--- config.mk ---
export PLATFORM = sky130hd
export DESIGN_NAME = bufd_uart_tx
export DESIGN_NICKNAME = d
export VERILOG_FILES = /design/src/rtl/bufd_uart_tx_pkg.sv /design/src/rtl/bufd_uart_tx_baud.sv /design/src/rtl/bufd_uart_tx_shifter.sv /design/src/rtl/bufd_uart_tx_flags.sv /design/src/rtl/bufd_uart_tx.sv
export SDC_FILE = /design/constraint.sdc
export NUM_CORES = 1
export LEC_CHECK = 0
export ABC_AREA = 1
export BUFFER_PORTS_ARGS = -buffer_cell sky130_fd_sc_hd__buf_4
export CORE_AREA = 2 2 55 82
export CTS_CLUSTER_SIZE = 40
export DETAILED_ROUTE_END_ITERATION = 7
export DIE_AREA = 0 0 57 84
export GPL_TIMING_DRIVEN = 0
export PLACE_DENSITY = 0.69
export SYNTH_ARGS = -nofsm -noshare
export SYNTH_HDL_FRONTEND = slang
export SYNTH_SLANG_ARGS = --single-unit
--- constraint.sdc ---
create_clock -name clk -period 2.3 [get_ports clk]
set_clock_uncertainty 0.1 [all_clocks]
set_input_delay 0.345 -clock clk [delete_from_list [all_inputs] [get_ports clk]]
set_output_delay 0.345 -clock clk [all_outputs]
set_load 0.01 [all_outputs]
--- src/rtl/bufd_uart_tx_pkg.sv ---
package bufd_uart_tx_pkg;

   typedef enum logic {
      IRQ_ON_EMPTY = 1'b0,
      IRQ_ON_DONE  = 1'b1
   } irq_src_e;

   typedef struct packed {
      logic data8;
      logic par_en;
      logic par_odd;
      logic stop2;
   } frame_cfg_t;

endpackage

--- src/rtl/bufd_uart_tx_baud.sv ---
module bufd_uart_tx_baud #(
   parameter int DIV_W      = 8,
   parameter int OVERSAMPLE = 16
) (
   input  logic             clk,
   input  logic             rst_n,
   input  logic [DIV_W-1:0] div_val,
   output logic             bit_stb_o
);

   logic [DIV_W-1:0] div_q;
   logic             tick;

   always_ff @(posedge clk) begin
      if (!rst_n)
         div_q <= '0;
      else if (div_q == '0)
         div_q <= div_val;
      else
         div_q <= div_q - 1'b1;
   end

   assign tick = (div_q == '0);

   generate
      if (OVERSAMPLE == 1) begin : g_no_sub
         assign bit_stb_o = tick;
      end else begin : g_sub
         localparam int SUB_W = $clog2(OVERSAMPLE);
         localparam logic [SUB_W-1:0] SUB_LAST = SUB_W'(OVERSAMPLE - 1);
         logic [SUB_W-1:0] sub_q;

         always_ff @(posedge clk) begin
            if (!rst_n)
               sub_q <= '0;
            else if (tick) begin
               if (sub_q == SUB_LAST)
                  sub_q <= '0;
               else
                  sub_q <= sub_q + 1'b1;
            end
         end

         assign bit_stb_o = tick && (sub_q == SUB_LAST);
      end
   endgenerate

endmodule

--- src/rtl/bufd_uart_tx_shifter.sv ---
module bufd_uart_tx_shifter
   import bufd_uart_tx_pkg::*;
#(
   parameter int DATA_MAX   = 8,
   parameter bit HAS_PARITY = 1'b1
) (
   input  logic                clk,
   input  logic                rst_n,
   input  logic                bit_stb_i,
   input  logic                load_i,
   input  logic [DATA_MAX-1:0] data_i,
   input  frame_cfg_t          cfg_i,
   output logic                txd_o,
   output logic                slot_free_o,
   output logic                done_o
);

   localparam int FRAME_W = DATA_MAX + 4;
   localparam int CNT_W   = $clog2(FRAME_W + 1);

   logic [FRAME_W-1:0] frame_q, frame_d;
   logic [CNT_W-1:0]   cnt_q, len_d;
   logic [DATA_MAX-1:0] masked;
   logic               busy, par_use, par_bit;

   generate
      if (HAS_PARITY) begin : g_par
         assign par_use = cfg_i.par_en;
      end else begin : g_nopar
         assign par_use = 1'b0;
      end
   endgenerate

   always_comb begin
      masked = data_i;
      if (!cfg_i.data8)
         masked[DATA_MAX-1] = 1'b0;
   end

   assign par_bit = (^masked) ^ cfg_i.par_odd;

   always_comb begin
      int ndata;
      int nlen;
      ndata   = cfg_i.data8 ? DATA_MAX : DATA_MAX - 1;
      frame_d = '1;
      frame_d[0] = 1'b0;
      for (int i = 0; i < DATA_MAX; i++) begin
         if (i < ndata)
            frame_d[1 + i] = masked[i];
      end
      if (par_use)
         frame_d[1 + ndata] = par_bit;
      nlen  = 2 + ndata + (par_use ? 1 : 0) + (cfg_i.stop2 ? 1 : 0);
      len_d = CNT_W'(nlen);
   end

   assign busy = (cnt_q != '0);

   always_ff @(posedge clk) begin
      if (!rst_n) begin
         frame_q <= '1;
         cnt_q   <= '0;
      end else if (load_i) begin
         frame_q <= frame_d;
         cnt_q   <= len_d;
      end else if (bit_stb_i && busy) begin
         frame_q <= {1'b1, frame_q[FRAME_W-1:1]};
         cnt_q   <= cnt_q - 1'b1;
      end
   end

   assign done_o      = bit_stb_i && busy && (cnt_q == CNT_W'(1));
   assign slot_free_o = !busy || (cnt_q == CNT_W'(1));
   assign txd_o       = busy ? frame_q[0] : 1'b1;

   assert_len_bound_R2: assert property (@(posedge clk) disable iff (!rst_n)
      cnt_q <= CNT_W'(FRAME_W));

   assert_start_low_R2: assert property (@(posedge clk) disable iff (!rst_n)
      $past(load_i) |-> !txd_o);

   assert_start_on_boundary_R6: assert property (@(posedge clk) disable iff (!rst_n)
      (busy && !$past(busy)) |-> $past(bit_stb_i));

endmodule

--- src/rtl/bufd_uart_tx_flags.sv ---
module bufd_uart_tx_flags
   import bufd_uart_tx_pkg::*;
(
   input  logic     clk,
   input  logic     rst_n,
   input  logic     wr_i,
   input  logic     load_i,
   input  logic     done_i,
   input  irq_src_e irq_sel_i,
   output logic     tbe_o,
   output logic     tsc_o,
   output logic     irq_o
);

   logic tbe_d, tsc_d, irq_d;

   always_comb begin
      if (wr_i)
         tbe_d = 1'b0;
      else if (load_i)
         tbe_d = 1'b1;
      else
         tbe_d = tbe_o;

      if (load_i)
         tsc_d = 1'b0;
      else if (done_i)
         tsc_d = 1'b1;
      else
         tsc_d = tsc_o;

      if (irq_sel_i == IRQ_ON_DONE)
         irq_d = tsc_d & ~tsc_o;
      else
         irq_d = tbe_d & ~tbe_o;
   end

   always_ff @(posedge clk) begin
      if (!rst_n) begin
         tbe_o <= 1'b1;
         tsc_o <= 1'b1;
         irq_o <= 1'b0;
      end else begin
         tbe_o <= tbe_d;
         tsc_o <= tsc_d;
         irq_o <= irq_d;
      end
   end

   assert_tbe_clear_after_write_R5: assert property (@(posedge clk) disable iff (!rst_n)
      ($past(wr_i) && $past(rst_n)) |-> !tbe_o);

   assert_tsc_fall_on_load_R6: assert property (@(posedge clk) disable iff (!rst_n)
      $fell(tsc_o) |-> $past(load_i));

   assert_irq_follows_source_R9: assert property (@(posedge clk) disable iff (!rst_n)
      irq_o |-> (($past(irq_sel_i) == IRQ_ON_DONE) ? $rose(tsc_o) : $rose(tbe_o)));

endmodule

--- src/rtl/bufd_uart_tx.sv ---
module bufd_uart_tx
   import bufd_uart_tx_pkg::*;
#(
   parameter int DIV_W      = 8,
   parameter int OVERSAMPLE = 16,
   parameter int DATA_MAX   = 8,
   parameter bit HAS_PARITY = 1'b1
) (
   input  logic                clk,
   input  logic                rst_n,
   input  logic [DIV_W-1:0]    div_val,
   input  logic                cfg_data8,
   input  logic                cfg_par_en,
   input  logic                cfg_par_odd,
   input  logic                cfg_stop2,
   input  logic                cfg_irq_sel,
   input  logic                wr_en,
   input  logic [DATA_MAX-1:0] wr_data,
   output logic                txd,
   output logic                tbe,
   output logic                tsc,
   output logic                tx_irq
);

   generate
      if (DATA_MAX < 2) begin : g_bad_data
         $error("DATA_MAX must be at least 2");
      end
      if (DIV_W < 1) begin : g_bad_div
         $error("DIV_W must be at least 1");
      end
      if (OVERSAMPLE < 1) begin : g_bad_os
         $error("OVERSAMPLE must be at least 1");
      end
   endgenerate

   frame_cfg_t          cfg;
   logic [DATA_MAX-1:0] hold_q;
   logic                bit_stb, slot_free, done, load;

   assign cfg = '{data8: cfg_data8, par_en: cfg_par_en,
                  par_odd: cfg_par_odd, stop2: cfg_stop2};

   always_ff @(posedge clk) begin
      if (!rst_n)
         hold_q <= '0;
      else if (wr_en)
         hold_q <= wr_data;
   end

   assign load = bit_stb && slot_free && !tbe;

   bufd_uart_tx_baud #(
      .DIV_W      (DIV_W),
      .OVERSAMPLE (OVERSAMPLE)
   ) u_baud (
      .clk       (clk),
      .rst_n     (rst_n),
      .div_val   (div_val),
      .bit_stb_o (bit_stb)
   );

   bufd_uart_tx_shifter #(
      .DATA_MAX   (DATA_MAX),
      .HAS_PARITY (HAS_PARITY)
   ) u_shift (
      .clk         (clk),
      .rst_n       (rst_n),
      .bit_stb_i   (bit_stb),
      .load_i      (load),
      .data_i      (hold_q),
      .cfg_i       (cfg),
      .txd_o       (txd),
      .slot_free_o (slot_free),
      .done_o      (done)
   );

   bufd_uart_tx_flags u_flags (
      .clk       (clk),
      .rst_n     (rst_n),
      .wr_i      (wr_en),
      .load_i    (load),
      .done_i    (done),
      .irq_sel_i (irq_src_e'(cfg_irq_sel)),
      .tbe_o     (tbe),
      .tsc_o     (tsc),
      .irq_o     (tx_irq)
   );

   assert_idle_line_high_R8: assert property (@(posedge clk) disable iff (!rst_n)
      tsc |-> txd);

   assert_done_only_when_empty_R8: assert property (@(posedge clk) disable iff (!rst_n)
      $rose(tsc) |-> $past(tbe));

endmodule

# After elaboration in Yosys (flattened, before gate mapping)
# Index checks and enable logic that the tools add are counted.
# Widths: inputs -> output; s select.
[totals]
register_bits = 39
in_bits = 24
out_inout_bits = 4
wordCells = 73
[classes]
n_addsub = 7
order_cmp = 10
n_eq_ne = 2
n_mux = 28
n_bitwise = 5
reduce_logical = 13
[op_table]
columns = ["cell", "count"]
rows = [
  ["$lt 4x32->1 const A", 4],
  ["$lt 3x32->1 const A", 2],
  ["$mux 12", 3],
  ["$add 2x32->32 const A", 1],
  ["$ge 32x1->1 const B", 1],
  ["$lt 1x32->1 const A", 1],
  ["$lt 2x32->1 const A", 1],
  ["$lt 32x6->1 const B", 1],
  ["$mux 1", 18],
  ["$mux 4", 4],
  ["$bwmux 12", 1],
  ["$add 4x4->4", 2],
  ["$logic_not 8->1", 1],
  ["$mux 8", 1],
  ["$reduce_xor 8->1", 1],
  ["$sub 8x1->8 const B", 1],
  ["$logic_and 1x1->1", 6],
  ["$add 3x4->4 const A", 1],
  ["$add 4x1->4 const B", 1],
  ["$demux 1 s4", 1],
  ["$eq 4x1->1 const B", 1],
  ["$eq 4x4->1 const B", 1],
  ["$reduce_bool 4->1", 1],
  ["$sub 4x1->4 const B", 1],
  ["6 further kinds", 9],
]

# Depth between registers and ports, before layout
[depth]
depth_word = 9
depth_mapped = 13
depth_no_buf = 13

# Hierarchy
# A second synthesis with hierarchy kept.
[unflattened]
cells_unflattened = 310
area_unflattened_um2 = 2124.5
[by_module_without_submodules]
columns = ["mod", "n_inst", "cells_each", "area_each_um2", "seq_area_each_um2"]
rows = [
  ["bufd_uart_tx_shifter", 1, 141, 988.4, 280.3],
  ["bufd_uart_tx_baud", 1, 99, 650.6, 240.2],
  ["bufd_uart_tx", 1, 53, 364.1, 160.2],
  ["bufd_uart_tx_flags", 1, 17, 121.4, 60.1],
]

# Least setup slack after synthesis
# Ideal clock, no wire load.
[synth_timing]
kind = "flip-flop to flip-flop"
start = "register u_shift.cnt_q[0]"
end = "register u_shift.cnt_q[0]"
setup_ns = 0.113
arrival_ns = 1.465
required_time_ns = 2.087
path_slack_ns = 0.622
stages_incl_launch_ff = 14
path_buffers = 1
synth_period_minus_slack_ns = 1.678
cell_sequence = "dfxtp_1 -> inv_1 -> ha_1 -> nand2_1 -> nand2_1 -> inv_1 -> nor2_4 -> nand2_4 -> buf_6 -> clkinv_4 -> nand2_1 -> nand2_1 -> o21ai_1 -> inv_1"
[synth_between]
elab_chain_len = 6
elab_cells_between_ends = 11
classes_between = "1 x add/sub; 1 x eq/ne; 2 x mux; 7 x reduce/logical"
[synth_rtl]
columns = ["item", "line", "text"]
rows = [
  ["start, declared", "bufd_uart_tx_shifter.sv:22", "logic [CNT_W-1:0] cnt_q, len_d;"],
  ["start signal, assigned", "bufd_uart_tx_shifter.sv:66", "cnt_q <= len_d;"],
  ["start signal, assigned", "bufd_uart_tx_shifter.sv:69", "cnt_q <= cnt_q - 1'b1;"],
  ["parallel branches: the longest is 6 deep, another holds $sub 4x1->4", "--", ""],
]
# Several ways; the timed one is not identified. The select of a mux whose other input is x is not followed.
# A chain may end at the register's enable or synchronous reset.

# Worst setup path after layout
[layout_timing]
start = "register u_shift.cnt_q[0]"
end = "output txd"
[layout_between]
elab_chain_len = 2
[layout_rtl]
columns = ["item", "line", "text"]
rows = [
  ["$reduce_bool 4->1", "bufd_uart_tx_shifter.sv:58", "assign busy = (cnt_q != '0);"],
  ["$mux 1", "bufd_uart_tx_shifter.sv:75", "assign txd_o = busy ? frame_q[0] : 1'b1;"],
  ["end, declared", "bufd_uart_tx.sv:19", "output logic txd,"],
]
# No other way between the ends.

==> results.json <==
{
  "cts_made_buffers": 5,
  "drtPass1Iterations": 4,
  "worst_pin_slew_ns": 0.4763,
  "syn_inst": 271,
  "fp.dieW_um": 57,
  "pre_cts_slack_ns": 0.3803,
  "grt_overflow": 0,
  "fin_crit_ns": 2.049,
  "die_height_um": 84,
  "leakage_nw": 1.202,
  "slew_violations": 0,
  "ios": 28,
  "drc": 0,
  "port-buffer-count": 27,
  "fin_crit_sh_pct": 89.11,
  "drtIter0Drc": 47,
  "synthFlopType": "dfxtp_1",
  "wire_per_inst_um": 12.39,
  "wirelength_um": 4360,
  "antenna_left": 0,
  "clock-root-buffer": "clkbuf_8",
  "layout_commonest_cell": "nand2_1",
  "relSlewSlack_pct": 68.25,
  "post_cts_buffers": 0,
  "placementRows": 29,
  "crit_path_max_fanout": 4,
  "clkLatencyLatePin_ns": 0.29,
  "n_antenna_cell": 0,
  "syn-mean-instance-area_um2": 7.216,
  "ir_drop_mv": 0.8690,
  "slowest_stage": "dfxtp_1",
  "crit_family": "simple AND/OR/NAND/NOR gates",
  "hold_buffers": 0,
  "cts.sinks": 37,
  "ys_warn_count": 0,
  "p_int_mw": 1.394,
  "synth_edf_count": 0,
  "drive_above_1_share_pct": 18.30,
  "clk_pin_slew_ns": 0.08,
  "grt_pass1_vias": 1778,
  "setup.worst_path.class": "reg2out",
  "async_reset_ff_share_pct": 0,
  "grt_first_pass_wirelength_um": 7369,
  "worst-path-buf-inv": 3,
  "worstHoldPathType": "in2reg",
  "die-area_um2": 4788,
  "core_um2": 4136,
  "cp-end-kind": "primary output",
  "stdcell_area_um2": 2350,
  "start_util_pct": 47.28,
  "clockBufferDepth": 2,
  "area_delta_synth_final_pct": 20.15,
  "layout.nets": 336,
  "switching_power_uw": 674.3,
  "placed_area_um2": 2216,
  "grt_usage_pct": 19.77,
  "outcome": "finished clean",
  "power.share.clock_pct": 32.8,
  "arrival_ns": 1.60,
  "cap_violations": 0,
  "tns_ns": 0,
  "layout_common_cells": "nand2_1 (52), inv_1 (37), dfxtp_1 (37), o21ai_0 (28), buf_4 (27)",
  "hold_viol_final": 0,
  "start_kind": "flip-flop",
  "gp_congestion": 0.7760,
  "dr_total_vias": 1829,
  "combPwrFrac_pct": 28.3,
  "setup_ws_ns": 0.2505,
  "ys_ff_latch": 37,
  "slowest_delay_ns": 0.37,
  "p_seq_share_pct": 38.9,
  "powerDensity_nw_per_um2": 880.2,
  "rsz0062_at_grt": "false",
  "p_sw_share_pct": 32.60,
  "cp.required_ns": 1.86,
  "setup_viol": 0,
  "antenna_found_initial": 0,
  "cts_tree": "yes",
  "crit_chain": "inv_1, ha_1, nand2_1, inv_1, or2_2, buf_4",
  "ys_seq_area_share_pct": 37.88,
  "cts_resized": 0,
  "synth.cell_area_um2": 1956,
  "cts-htree-levels": 2,
  "cp_common_cell": "inv_1",
  "via_per_inst": 5.196,
  "fmax_ghz": 0.4879,
  "dp_hpwl_um": 3375,
  "fill_cells": 429,
  "synth_fp_nets": 302,
  "grt_max_degree": 13,
  "synth_cell_types": 29
}
-- cells in the mapped netlist, types with 2 or more instances --
master	count	area (um^2)
nand2_4	3	33.78
nor2_1	23	86.33
a21oi_1	17	85.08
buf_6	2	22.52
xor2_1	5	43.79
buf_2	2	10.01
xnor2_1	3	26.28
o21ai_1	9	45.04
nand2_1	52	195.2
or2_2	2	12.51
nand3_1	16	80.08
ha_1	6	75.07
o21ai_0	28	140.1
nand3_2	2	20.02
nand2_2	2	12.51
dfxtp_1	37	740.7
nand4_1	4	25.02
nor2_2	4	25.02
clkbuf_1	3	11.26
o211ai_1	6	45.04
inv_1	37	138.9
-- metal layers --
| metal | routed length [um] | track usage, % | vias up |
|---|---|---|---|
| met5 | 0 | 0 | - |
| met4 | 157 | 11.21 | 0 |
| met3 | 183 | 4.496 | 12 |
| met2 | 2380 | 37.72 | 46 |
| met1 | 1639 | 18.20 | 833 |
| li1 | - | - | 938 |
-- metrics by stage --
stage | cells | util, % | hold WS [ns] | total power, mW
floorplan | 271 | - | 0.3051 | 1.259
global placement | 344 | 53.57 | 0.3187 | 1.389
detailed placement | 344 | 53.57 | 0.3214 | 1.405
CTS | 352 | 56.81 | 0.1666 | 2.084
global route | 352 | 56.81 | 0.1669 | 2.200
finish | 352 | 56.81 | 0.1694 | 2.068
-- power groups by stage --
stage / Combinational (mW) / Sequential (mW) / Clock, mW
4_1_cts: 0.595 / 0.803 / 0.685
3_5_place_dp: 0.588 / 0.817 / 0
3_3_place_gp: 0.572 / 0.817 / 0
6_report: 0.586 / 0.804 / 0.678
5_1_grt: 0.675 / 0.817 / 0.708
2_1_floorplan: 0.454 / 0.805 / 0
-- cell type report --
type	instances	area, um^2	area share, %
Buffer	7	43.79	1.864
Clock buffer	5	68.82	2.929
Clock inverter	3	65.06	2.769
Inverter	39	151.4	6.443
Multi-Input combinational cell	188	1020	43.40
Sequential cell	37	740.7	31.52
Tap cell	46	57.56	2.449
Timing Repair Buffer	27	202.7	8.626
-- kinds of logic after synthesis --
kind of cell | Yosys count | share of synthesized area (%)
simple gates | 112 | 27.25
compound gates | 61 | 16.44
buf+inv | 46 | 9.980
flops | 37 | 37.88
xor+xnor | 8 | 3.583
fa+ha+maj | 7 | 4.862
-- final timing paths --
| path | startpoint | endpoint | slack (ns) | cells past startpoint |
|---|---|---|---|---|
| worst max-delay path | u_shift.cnt_q[0] | txd | 0.25 | 6 |
| worst min-delay path | wr_data[7] | hold_q[7] | 0.17 | 3 |
| worst max register to register | u_shift.cnt_q[0] | u_shift.cnt_q[1] | 0.39 | 13 |
| worst min register to register | u_baud.div_q[0] | u_baud.div_q[0] | 0.33 | 1 |
-- worst register-to-register path, cell delays in order, from the launching register on --
cell	delay, ns
dfxtp_1	0.37
inv_1	0.09
ha_1	0.24
nand2_1	0.16
nand2_1	0.13
inv_1	0.12
nor2_4	0.06
nand2_4	0.08
buf_6	0.15
clkinv_4	0.06
nand2_1	0.06
nand2_1	0.05
o21ai_1	0.11
inv_1	0.04
-- flip-flops by register name, indices dropped and copies added (netlist names) --
| name | cells |
|---|---|
| u_shift.frame_q | 10 |
| hold_q | 8 |
| u_baud.div_q | 8 |
| u_baud.g_sub.sub_q | 4 |
| u_shift.cnt_q | 4 |
| u_flags.irq_o | 1 |
| u_flags.tbe_o | 1 |
| u_flags.tsc_o | 1 |
Power figures use the tool's default switching activity.
